===== src/rtl/pcx_pkg.sv =====
package pcx_pkg;

    localparam int NGRP   = 3;
    localparam int GRP_W  = 8;
    localparam int PIN_W  = NGRP * GRP_W;
    localparam int ADDR_W = 8;
    localparam int DATA_W = 8;
    localparam int GIDX_W = $clog2(NGRP);

    localparam logic [ADDR_W-1:0] MASK_BASE = 8'h6B;
    localparam logic [ADDR_W-1:0] EN_ADDR   = 8'h68;
    localparam logic [ADDR_W-1:0] FLAG_ADDR = 8'h69;

    typedef enum logic [1:0] {
        SEL_NONE,
        SEL_MASK,
        SEL_EN,
        SEL_FLAG
    } sel_e;

    typedef struct packed {
        sel_e              kind;
        logic [GIDX_W-1:0] grp;
    } dec_t;

    // Group 1 owns only seven pins; its top enable bit is tied off.
    function automatic logic [GRP_W-1:0] valid_bits(input int g);
        return (g == 1) ? {1'b0, {(GRP_W-1){1'b1}}} : {GRP_W{1'b1}};
    endfunction

    function automatic dec_t decode(input logic [ADDR_W-1:0] a);
        dec_t              d;
        logic [ADDR_W-1:0] off;
        off    = a - MASK_BASE;
        d.kind = SEL_NONE;
        d.grp  = '0;
        if (off < ADDR_W'(NGRP)) begin
            d.kind = SEL_MASK;
            d.grp  = off[GIDX_W-1:0];
        end else if (a == EN_ADDR) begin
            d.kind = SEL_EN;
        end else if (a == FLAG_ADDR) begin
            d.kind = SEL_FLAG;
        end
        return d;
    endfunction

endpackage


===== src/rtl/pcx_sync.sv =====
module pcx_sync #(
    parameter int W = 8
) (
    input  logic         clk,
    input  logic         rst,
    input  logic [W-1:0] d_i,
    output logic [W-1:0] q_o
);

    logic [W-1:0] s1_q;
    logic [W-1:0] s2_q;

    always_ff @(posedge clk) begin
        if (rst) begin
            s1_q <= '0;
            s2_q <= '0;
        end else begin
            s1_q <= d_i;
            s2_q <= s1_q;
        end
    end

    assign q_o = s2_q;

endmodule


===== src/rtl/pcx_group.sv =====
module pcx_group #(
    parameter int           W     = 8,
    parameter logic [W-1:0] VALID = '1
) (
    input  logic         clk,
    input  logic         rst,
    input  logic [W-1:0] pin_s,
    input  logic         mask_we,
    input  logic [W-1:0] wdata,
    input  logic         clr_wr,
    input  logic         ack,
    output logic [W-1:0] mask_q,
    output logic         flag_q
);

    logic [W-1:0] prev_q;
    logic [W-1:0] chg;
    logic         hit;
    logic         clr;

    assign chg = pin_s ^ prev_q;
    assign hit = |(chg & mask_q);
    assign clr = ack | clr_wr;

    always_ff @(posedge clk) begin
        if (rst) begin
            prev_q <= '0;
            mask_q <= '0;
            flag_q <= 1'b0;
        end else begin
            prev_q <= pin_s;
            if (mask_we) begin
                mask_q <= wdata & VALID;
            end
            // a fresh event outranks any clear in the same cycle
            if (hit) begin
                flag_q <= 1'b1;
            end else if (clr) begin
                flag_q <= 1'b0;
            end
        end
    end

    assert_flag_set_R1: assert property (@(posedge clk) disable iff (rst)
        hit |=> flag_q);

    assert_ack_clear_R3: assert property (@(posedge clk) disable iff (rst)
        (ack && !hit) |=> !flag_q);

    assert_wr_clear_R4: assert property (@(posedge clk) disable iff (rst)
        (clr_wr && !hit) |=> !flag_q);

    assert_only_enabled_R5: assert property (@(posedge clk) disable iff (rst)
        $rose(flag_q) |-> $past(hit));

    assert_mask_reset_R6: assert property (@(posedge clk) disable iff (rst)
        $past(rst) |-> (mask_q == '0));

    assert_reserved_zero_R7: assert property (@(posedge clk) disable iff (rst)
        (mask_q & ~VALID) == '0);

    assert_set_wins_R9: assert property (@(posedge clk) disable iff (rst)
        (hit && clr) |=> flag_q);

endmodule


===== src/rtl/pcx_ctrl.sv =====
module pcx_ctrl
    import pcx_pkg::*;
#(
    parameter int N  = NGRP,
    parameter int GW = GRP_W,
    parameter int AW = ADDR_W,
    parameter int DW = DATA_W
) (
    input  logic          clk,
    input  logic          rst,
    input  logic [N*GW-1:0] pin_i,
    input  logic [AW-1:0] bus_addr_i,
    input  logic          bus_we_i,
    input  logic [DW-1:0] bus_wdata_i,
    output logic [DW-1:0] bus_rdata_o,
    input  logic [N-1:0]  ack_i,
    input  logic          gie_i,
    output logic [N-1:0]  irq_o
);

    localparam int PW = N * GW;

    logic [PW-1:0] pin_s;
    logic [GW-1:0] mask_q [N];
    logic [N-1:0]  flag_q;
    logic [N-1:0]  en_q;
    dec_t          dec;

    assign dec = decode(bus_addr_i);

    pcx_sync #(.W(PW)) u_sync (
        .clk (clk),
        .rst (rst),
        .d_i (pin_i),
        .q_o (pin_s)
    );

    for (genvar g = 0; g < N; g++) begin : g_grp
        logic mask_we;
        logic clr_wr;
        assign mask_we = bus_we_i && (dec.kind == SEL_MASK) && (dec.grp == GIDX_W'(g));
        assign clr_wr  = bus_we_i && (dec.kind == SEL_FLAG) && bus_wdata_i[g];

        pcx_group #(.W(GW), .VALID(valid_bits(g))) u_grp (
            .clk     (clk),
            .rst     (rst),
            .pin_s   (pin_s[g*GW +: GW]),
            .mask_we (mask_we),
            .wdata   (bus_wdata_i[GW-1:0]),
            .clr_wr  (clr_wr),
            .ack     (ack_i[g]),
            .mask_q  (mask_q[g]),
            .flag_q  (flag_q[g])
        );
    end

    always_ff @(posedge clk) begin
        if (rst) begin
            en_q <= '0;
        end else if (bus_we_i && dec.kind == SEL_EN) begin
            en_q <= bus_wdata_i[N-1:0];
        end
    end

    always_comb begin
        bus_rdata_o = '0;
        unique case (dec.kind)
            SEL_MASK: begin
                for (int g = 0; g < N; g++) begin
                    if (dec.grp == GIDX_W'(g)) begin
                        bus_rdata_o[GW-1:0] = mask_q[g];
                    end
                end
            end
            SEL_EN:   bus_rdata_o[N-1:0] = en_q;
            SEL_FLAG: bus_rdata_o[N-1:0] = flag_q;
            default:  bus_rdata_o = '0;
        endcase
    end

    assign irq_o = gie_i ? (flag_q & en_q) : '0;

    assert_no_irq_without_gie_R2: assert property (@(posedge clk) disable iff (rst)
        !gie_i |-> (irq_o == '0));

    assert_ctrl_reset_R8: assert property (@(posedge clk) disable iff (rst)
        $past(rst) |-> (en_q == '0 && flag_q == '0));

    assert_upper_zero_R8: assert property (@(posedge clk) disable iff (rst)
        (dec.kind == SEL_EN || dec.kind == SEL_FLAG) |-> (bus_rdata_o[DW-1:N] == '0));

endmodule


===== config.mk =====
export PLATFORM = sky130hd
export DESIGN_NAME = pcx_ctrl
export DESIGN_NICKNAME = d
export VERILOG_FILES = /design/src/rtl/pcx_pkg.sv /design/src/rtl/pcx_sync.sv /design/src/rtl/pcx_group.sv /design/src/rtl/pcx_ctrl.sv
export SDC_FILE = /design/constraint.sdc
export NUM_CORES = 1
export LEC_CHECK = 0
export ABC_CLOCK_PERIOD_IN_PS = 2400
export CORE_MARGIN = 3
export CORE_UTILIZATION = 35
export CTS_BUF_LIST = sky130_fd_sc_hd__clkbuf_2 sky130_fd_sc_hd__clkbuf_4 sky130_fd_sc_hd__clkbuf_8
export CTS_CLUSTER_SIZE = 12
export DETAILED_ROUTE_END_ITERATION = 7
export PLACE_DENSITY = 0.58
export RECOVER_POWER = 100
export SYNTH_ARGS = -nofsm -noshare
export SYNTH_HDL_FRONTEND = slang
export SYNTH_SLANG_ARGS = --single-unit

===== constraint.sdc =====
create_clock -name clk -period 2.4 [get_ports clk]
set_input_delay 0.36 -clock clk [delete_from_list [all_inputs] [get_ports clk]]
set_output_delay 0.36 -clock clk [all_outputs]
set_load 0.03 [all_outputs]

-- Yosys cells after proc, flatten, opt, wreduce, memory -nomap -nowiden
Cells that the tools add are included.
- add/sub/neg operators: 1
- multiply operators: 0
- div/mod/pow operators: 0
- magnitude comparators: 1
- equality and inequality tests: 7
- shifts and indexed selects: 0
- multiplexer cells: 16
- bitwise operators: 10
- reductions and logical operators: 16
- operators by type and width (operator ; count):
    $mux 8 ; 3
    $reduce_or 8->1 ; 3
    $xor 8x8->8 ; 3
    $and 8x8->8 ; 2
    $eq 8x7->1 const B ; 2
    $logic_and 1x1->1 ; 9
    $pmux 3 s3 ; 1
    $and 8x7->8 ; 1
    $lt 8x2->1 const B ; 1
    $mux 2 ; 4
    $sub 8x7->8 const B ; 1
    $eq 2x2->1 const B ; 3
    $mux 1 ; 6
    $reduce_bool 2->1 ; 3
    $mux 5 ; 1
    $eq 2x1->1 const B ; 2
    $and 3x3->3 ; 1
    $mux 3 ; 1
    $or 1x1->1 ; 3
    $logic_not 2->1 ; 1
- flip-flop bits (word level): 101
- bits in latches: 0
- memory bits (writable): 0
- memory bits (read-only): 0
- input port bits: 47
- output and inout port bits: 11
- word-level logic and storage cells: 63
- memories kept: 0

-- Logic depth before layout (Yosys ltp)
- depth after elaboration: 10
- gate-level depth with buffers: 8

-- By module
From an unflattened synthesis, not the netlist that was laid out.
- cell total of the unflattened synthesis: 350
- area total of the unflattened synthesis: 3746.1 µm²
- by module, submodules not included (module ; instances ; cells an instance ; area each (µm²)):
    pcx_sync ; 1 ; 101 ; 1305.0
    pcx_group (g_grp[0].u_grp ...) ; 2 ; 57 ; 631.9
    pcx_ctrl ; 1 ; 82 ; 609.3
    pcx_group (g_grp[1].u_grp) ; 1 ; 53 ; 568.0

-- Least setup slack after synthesis
No wires, ideal clock.
- kind: input to output
- start: in bus_addr_i[0]
- end: out bus_rdata_o[2]
- data arrival time: 2.420 ns
- path slack: -0.380 ns
- stages: 7
- path buffers: 2
- cells stage by stage: clkbuf_1 inv_2 ha_1 buf_1 nor2_1 a21oi_1 o21ai_0
- cells in the longest elaborated chain, start to end: 8
- elaborated cells between the ends (all ways): 18
- classes of those cells: add/sub: 1; order compare: 1; eq/ne: 7; mux: 8; reduce/logical: 1
- RTL lines (element ; line ; source):
    start: declaration ; pcx_ctrl.sv:12 ; input logic [AW-1:0] bus_addr_i,
    $sub 8x7->8 ; pcx_pkg.sv:34 ; off = a - MASK_BASE;
    $lt 8x2->1 ; pcx_pkg.sv:37 ; if (off < ADDR_W'(NGRP)) begin
    $mux 2 ; pcx_pkg.sv:37 ;
    $logic_not 2->1 ; pcx_ctrl.sv:70 ; if (dec.grp == GIDX_W'(g)) begin
    $mux 8 (3 in a row) ; pcx_ctrl.sv:70 ;
    $pmux 3 s3 * ; pcx_ctrl.sv:67 ; unique case (dec.kind)
    end: declaration ; pcx_ctrl.sv:15 ; output logic [DW-1:0] bus_rdata_o,
Mark *: on every way between the ends. The rest lies on a longest branch, timed or not.

-- Final worst setup path
- start: in bus_addr_i[1]
- end: out bus_rdata_o[0]
The elaborated chain is that of the path after synthesis.

==> out/summary.md <==
### Outcome
* status: complete, no violations

### STA
* number of hold-slack violations in the final timing report: 0
* final worst slack: 0.0222 ns
* Slew @ Worst Pin: 0.966 ns
* final count of negative-setup-slack endpoints: 0
* worst slew margin relative to its limit: 35.6%
* Max Clk Rate: 421 MHz
* clock period minus final worst setup slack: 2.38 ns
* setup_tns: 0 ns
* max-slew violation count: 0
* Worst Skew: 0.0126 ns
* share of the cycle needed by the critical path after routing: 99.1%
* unrepaired setup endpoints after global routing: yes

### Pwr
* Cell Pwr Density: 593 mW/mm²
* Worst VDD drop: 0.219 mV
* leakage power summed over all cells: 1.91 nW

### Yosys
* sequential-to-total area share from yosys stat: 50.7%
* adder and majority cell fraction of the synthesized area: 1.29%
* xor/xnor share of the synthesized area: 5.21%
* predominant post-synthesis flop cell: dfxtp_1
* most used standard cell by instance count after synthesis: dfxtp_1
* area fraction of the dominant cell type after synthesis: 50.7%
* number of synthesized flops with an enable pin: 0
* combinational family with the most area after synthesis: simple AND/OR/NAND/NOR gates
* Post-Syn Instances: 384
* post-synthesis mux area share: 4.91%
* cell area after synthesis: 0.00387 mm²
* average cell area after synthesis: 10.1 µm²
* Ys Warns: 0
* share of flip-flops with an asynchronous set or reset: 0%
* Synth top cells by count: dfxtp_1, nor2b_1, xor2_1
* simple logic cell fraction of the synthesized area: 22.7%
* Compound-Gate Fraction of Synth Area: 12.5%
* number of register bits inferred by synthesis: 98
* net count of the mapped netlist: 435
* dominant cells by area after synthesis: dfxtp_1, nor2b_1, xor2_1, mux2i_1, nand2b_1
* library cells used by synthesis: 46
* largest area contributor in the netlist: dfxtp_1

### Finish
* area occupied by registers: 0.00196 mm²
* share of post-route cells with drive strength above 1: 13.4%
* total inserted antenna cells: 0
* area used by multi-input combinational logic: 0.00184 mm²
* Area Growth Syn to Fin: 25.1%
* number of nets in the finished design: 504
* fillcell total: 1,040

### Place
* I/O Buffers: 56
* detailed placer's ending HPWL: 5990 µm
* placer congestion estimate: 0.887
* Setup WS pre-CTS: -0.339 ns

### Die
* Die H: 111 µm
* width of the die: 111 µm
* Std-Cell Rows: 37
* Initial Util: 36.7%
* core box area: 0.0106 mm²
* Top Ports: 58
* Total Die Area: 0.0124 mm²

### Route
* post-detailed-route via-to-cell ratio: 4.84
* detailed-route DRC error count: 0
* ANT nets after route: 0
* violation count after the first detailed-routing iteration: 102
* vias after detailed routing: 2,865
* routed wirelength normalized by instance count: 14.0 µm
* final routed wirelength across all metal layers: 8310 µm
* DRT Pass-1 Iters: 4

### Clock tree
* clock tree from TritonCTS: done
* H-Tree Level Count: 3
* TritonCTS Sinks: 98
* clock-pin slew on the worst setup and hold paths: 0.08 ns
* number of CTS-inserted buffers: 9
* insertion delay of the later-clocked pin in the worst-skew pair: 0.36 ns
* Clock Tree Root: clkbuf_8
* number of buffers on the longest clock path: 2

### GRT
* initial antenna violation count: 0
* first-pass GRT wire length: 13,700 µm
* total overflow reported by the global router: 0
* overall global routing resource usage: 13.8%
* vias in the first global route: 2,722
* largest net degree at the start of global routing: 55

### Critical path
* critical path arrival: 2.02 ns
* Worst Path Required: 2.04 ns
* maximum fanout count along the critical path: 4
* category of the most critical setup path: input port to primary output
* crit end category: primary output
* startpoint types: input port
* number of cells traversed by the worst register-to-register path: 4

### Run
* max-cap check violation count: 0

### Min path
* worst hold path depth: 1
* type of the worst min-delay path: flip-flop to flip-flop

## worst max-delay path: stages
cell and delay (ns):
dlygate4sd2_1 0.26, ha_2 0.18, or3b_4 0.40, a211o_1 0.32
o211ai_1 0.24, o21ai_2 0.08, buf_4 0.17
## per-layer routing
metal  routed length, µm  vias to the layer above  track usage [%]  share of wire [%]
li1                    -                     1462                -                  -
met1                3800                     1306             17.8                 46
met2                3820                       77             21.8                 46
met3                 480                       20             3.44                5.8
met4                 214                        0             6.57                2.6
met5                   0                        -                0                  0
## cell families after synthesis
| family | Yosys count |
|---|---|
| buffers and inverters | 24 |
| adder cells (fa/ha/maj) | 4 |
| AND/OR/NAND/NOR | 144 |
| XOR/XNOR | 23 |
| AO/OA/AOI/OAI | 72 |
| multiplexers | 19 |
| flip-flops | 98 |
## final cells by class
class	count	area share [%]
repair buffers	79	14.4
flip-flops and latches	98	40.5
clock inverters	3	0.362
inverters	3	0.233
well taps	136	3.51
clock buffers	11	3.00
multi-input cells	262	37.9
## per-stage QoR
step / hold WS [ns] / util [%] / area (µm²) / std cells / power, mW
floorplan: 0.414 / - / 3880 / 384 / 1.86
global placement: 0.420 / 44.2 / 4660 / 576 / 2.00
detailed placement: 0.420 / 44.2 / 4660 / 576 / 2.00
CTS: 0.440 / 45.8 / 4840 / 591 / 2.91
global route: 0.456 / 45.9 / 4840 / 592 / 3.00
finish: 0.436 / 45.9 / 4840 / 592 / 2.87
## placed cells by master, fill, tap and decap left out, types with 4 or more instances in the layout
cell type	count
o21ai_0	9
xor2_1	23
nand2_1	6
o31ai_1	8
nand2b_1	18
a21oi_1	22
mux2i_1	18
buf_4	29
nor2b_1	69
nand3_1	9
a22oi_1	10
nand4_1	8
dfxtp_1	98
clkbuf_8	10
and3_1	4
nor2_1	11
clkdlybuf4s50_1	43
## power by group
part | internal, mW | switching (mW) | total (mW)
sequential | 1.67 | 0.0167 | 1.69
combinational | 0.142 | 0.129 | 0.271
clock | 0.402 | 0.513 | 0.915
## path summary, 6_finish.rpt
path	end	slack, ns	from
setup / recovery	bus_rdata_o[0]	0.02	bus_addr_i[1]
hold / removal	u_sync.q_o[22]	0.44	u_sync.s1_q[22]
setup reg to reg	g_grp[1].u_grp.flag_q	1.06	g_grp[1].u_grp.prev_q[0]
hold reg to reg	u_sync.q_o[22]	0.44	u_sync.s1_q[22]
## registers in the layout, summed over array words and instances (netlist names)
| name | cells |
|---|---|
| g_grp.u_grp.prev_q | 23 |
| u_sync.q_o | 23 |
| en_q | 3 |
| u_sync.s1_q | 23 |
| g_grp.u_grp.flag_q | 3 |
| g_grp.u_grp.mask_q | 23 |
## timing repair
item / CTS / global route
buffers inserted: 1 / 1
gates resized for setup: 8 / 3
hold buffers: 0 / 0
cloned: 0 / 0
setup endpoints to repair: 8 / 8
pin swaps: 3 / 2
No activity file was read; power rests on OpenSTA's default activity.
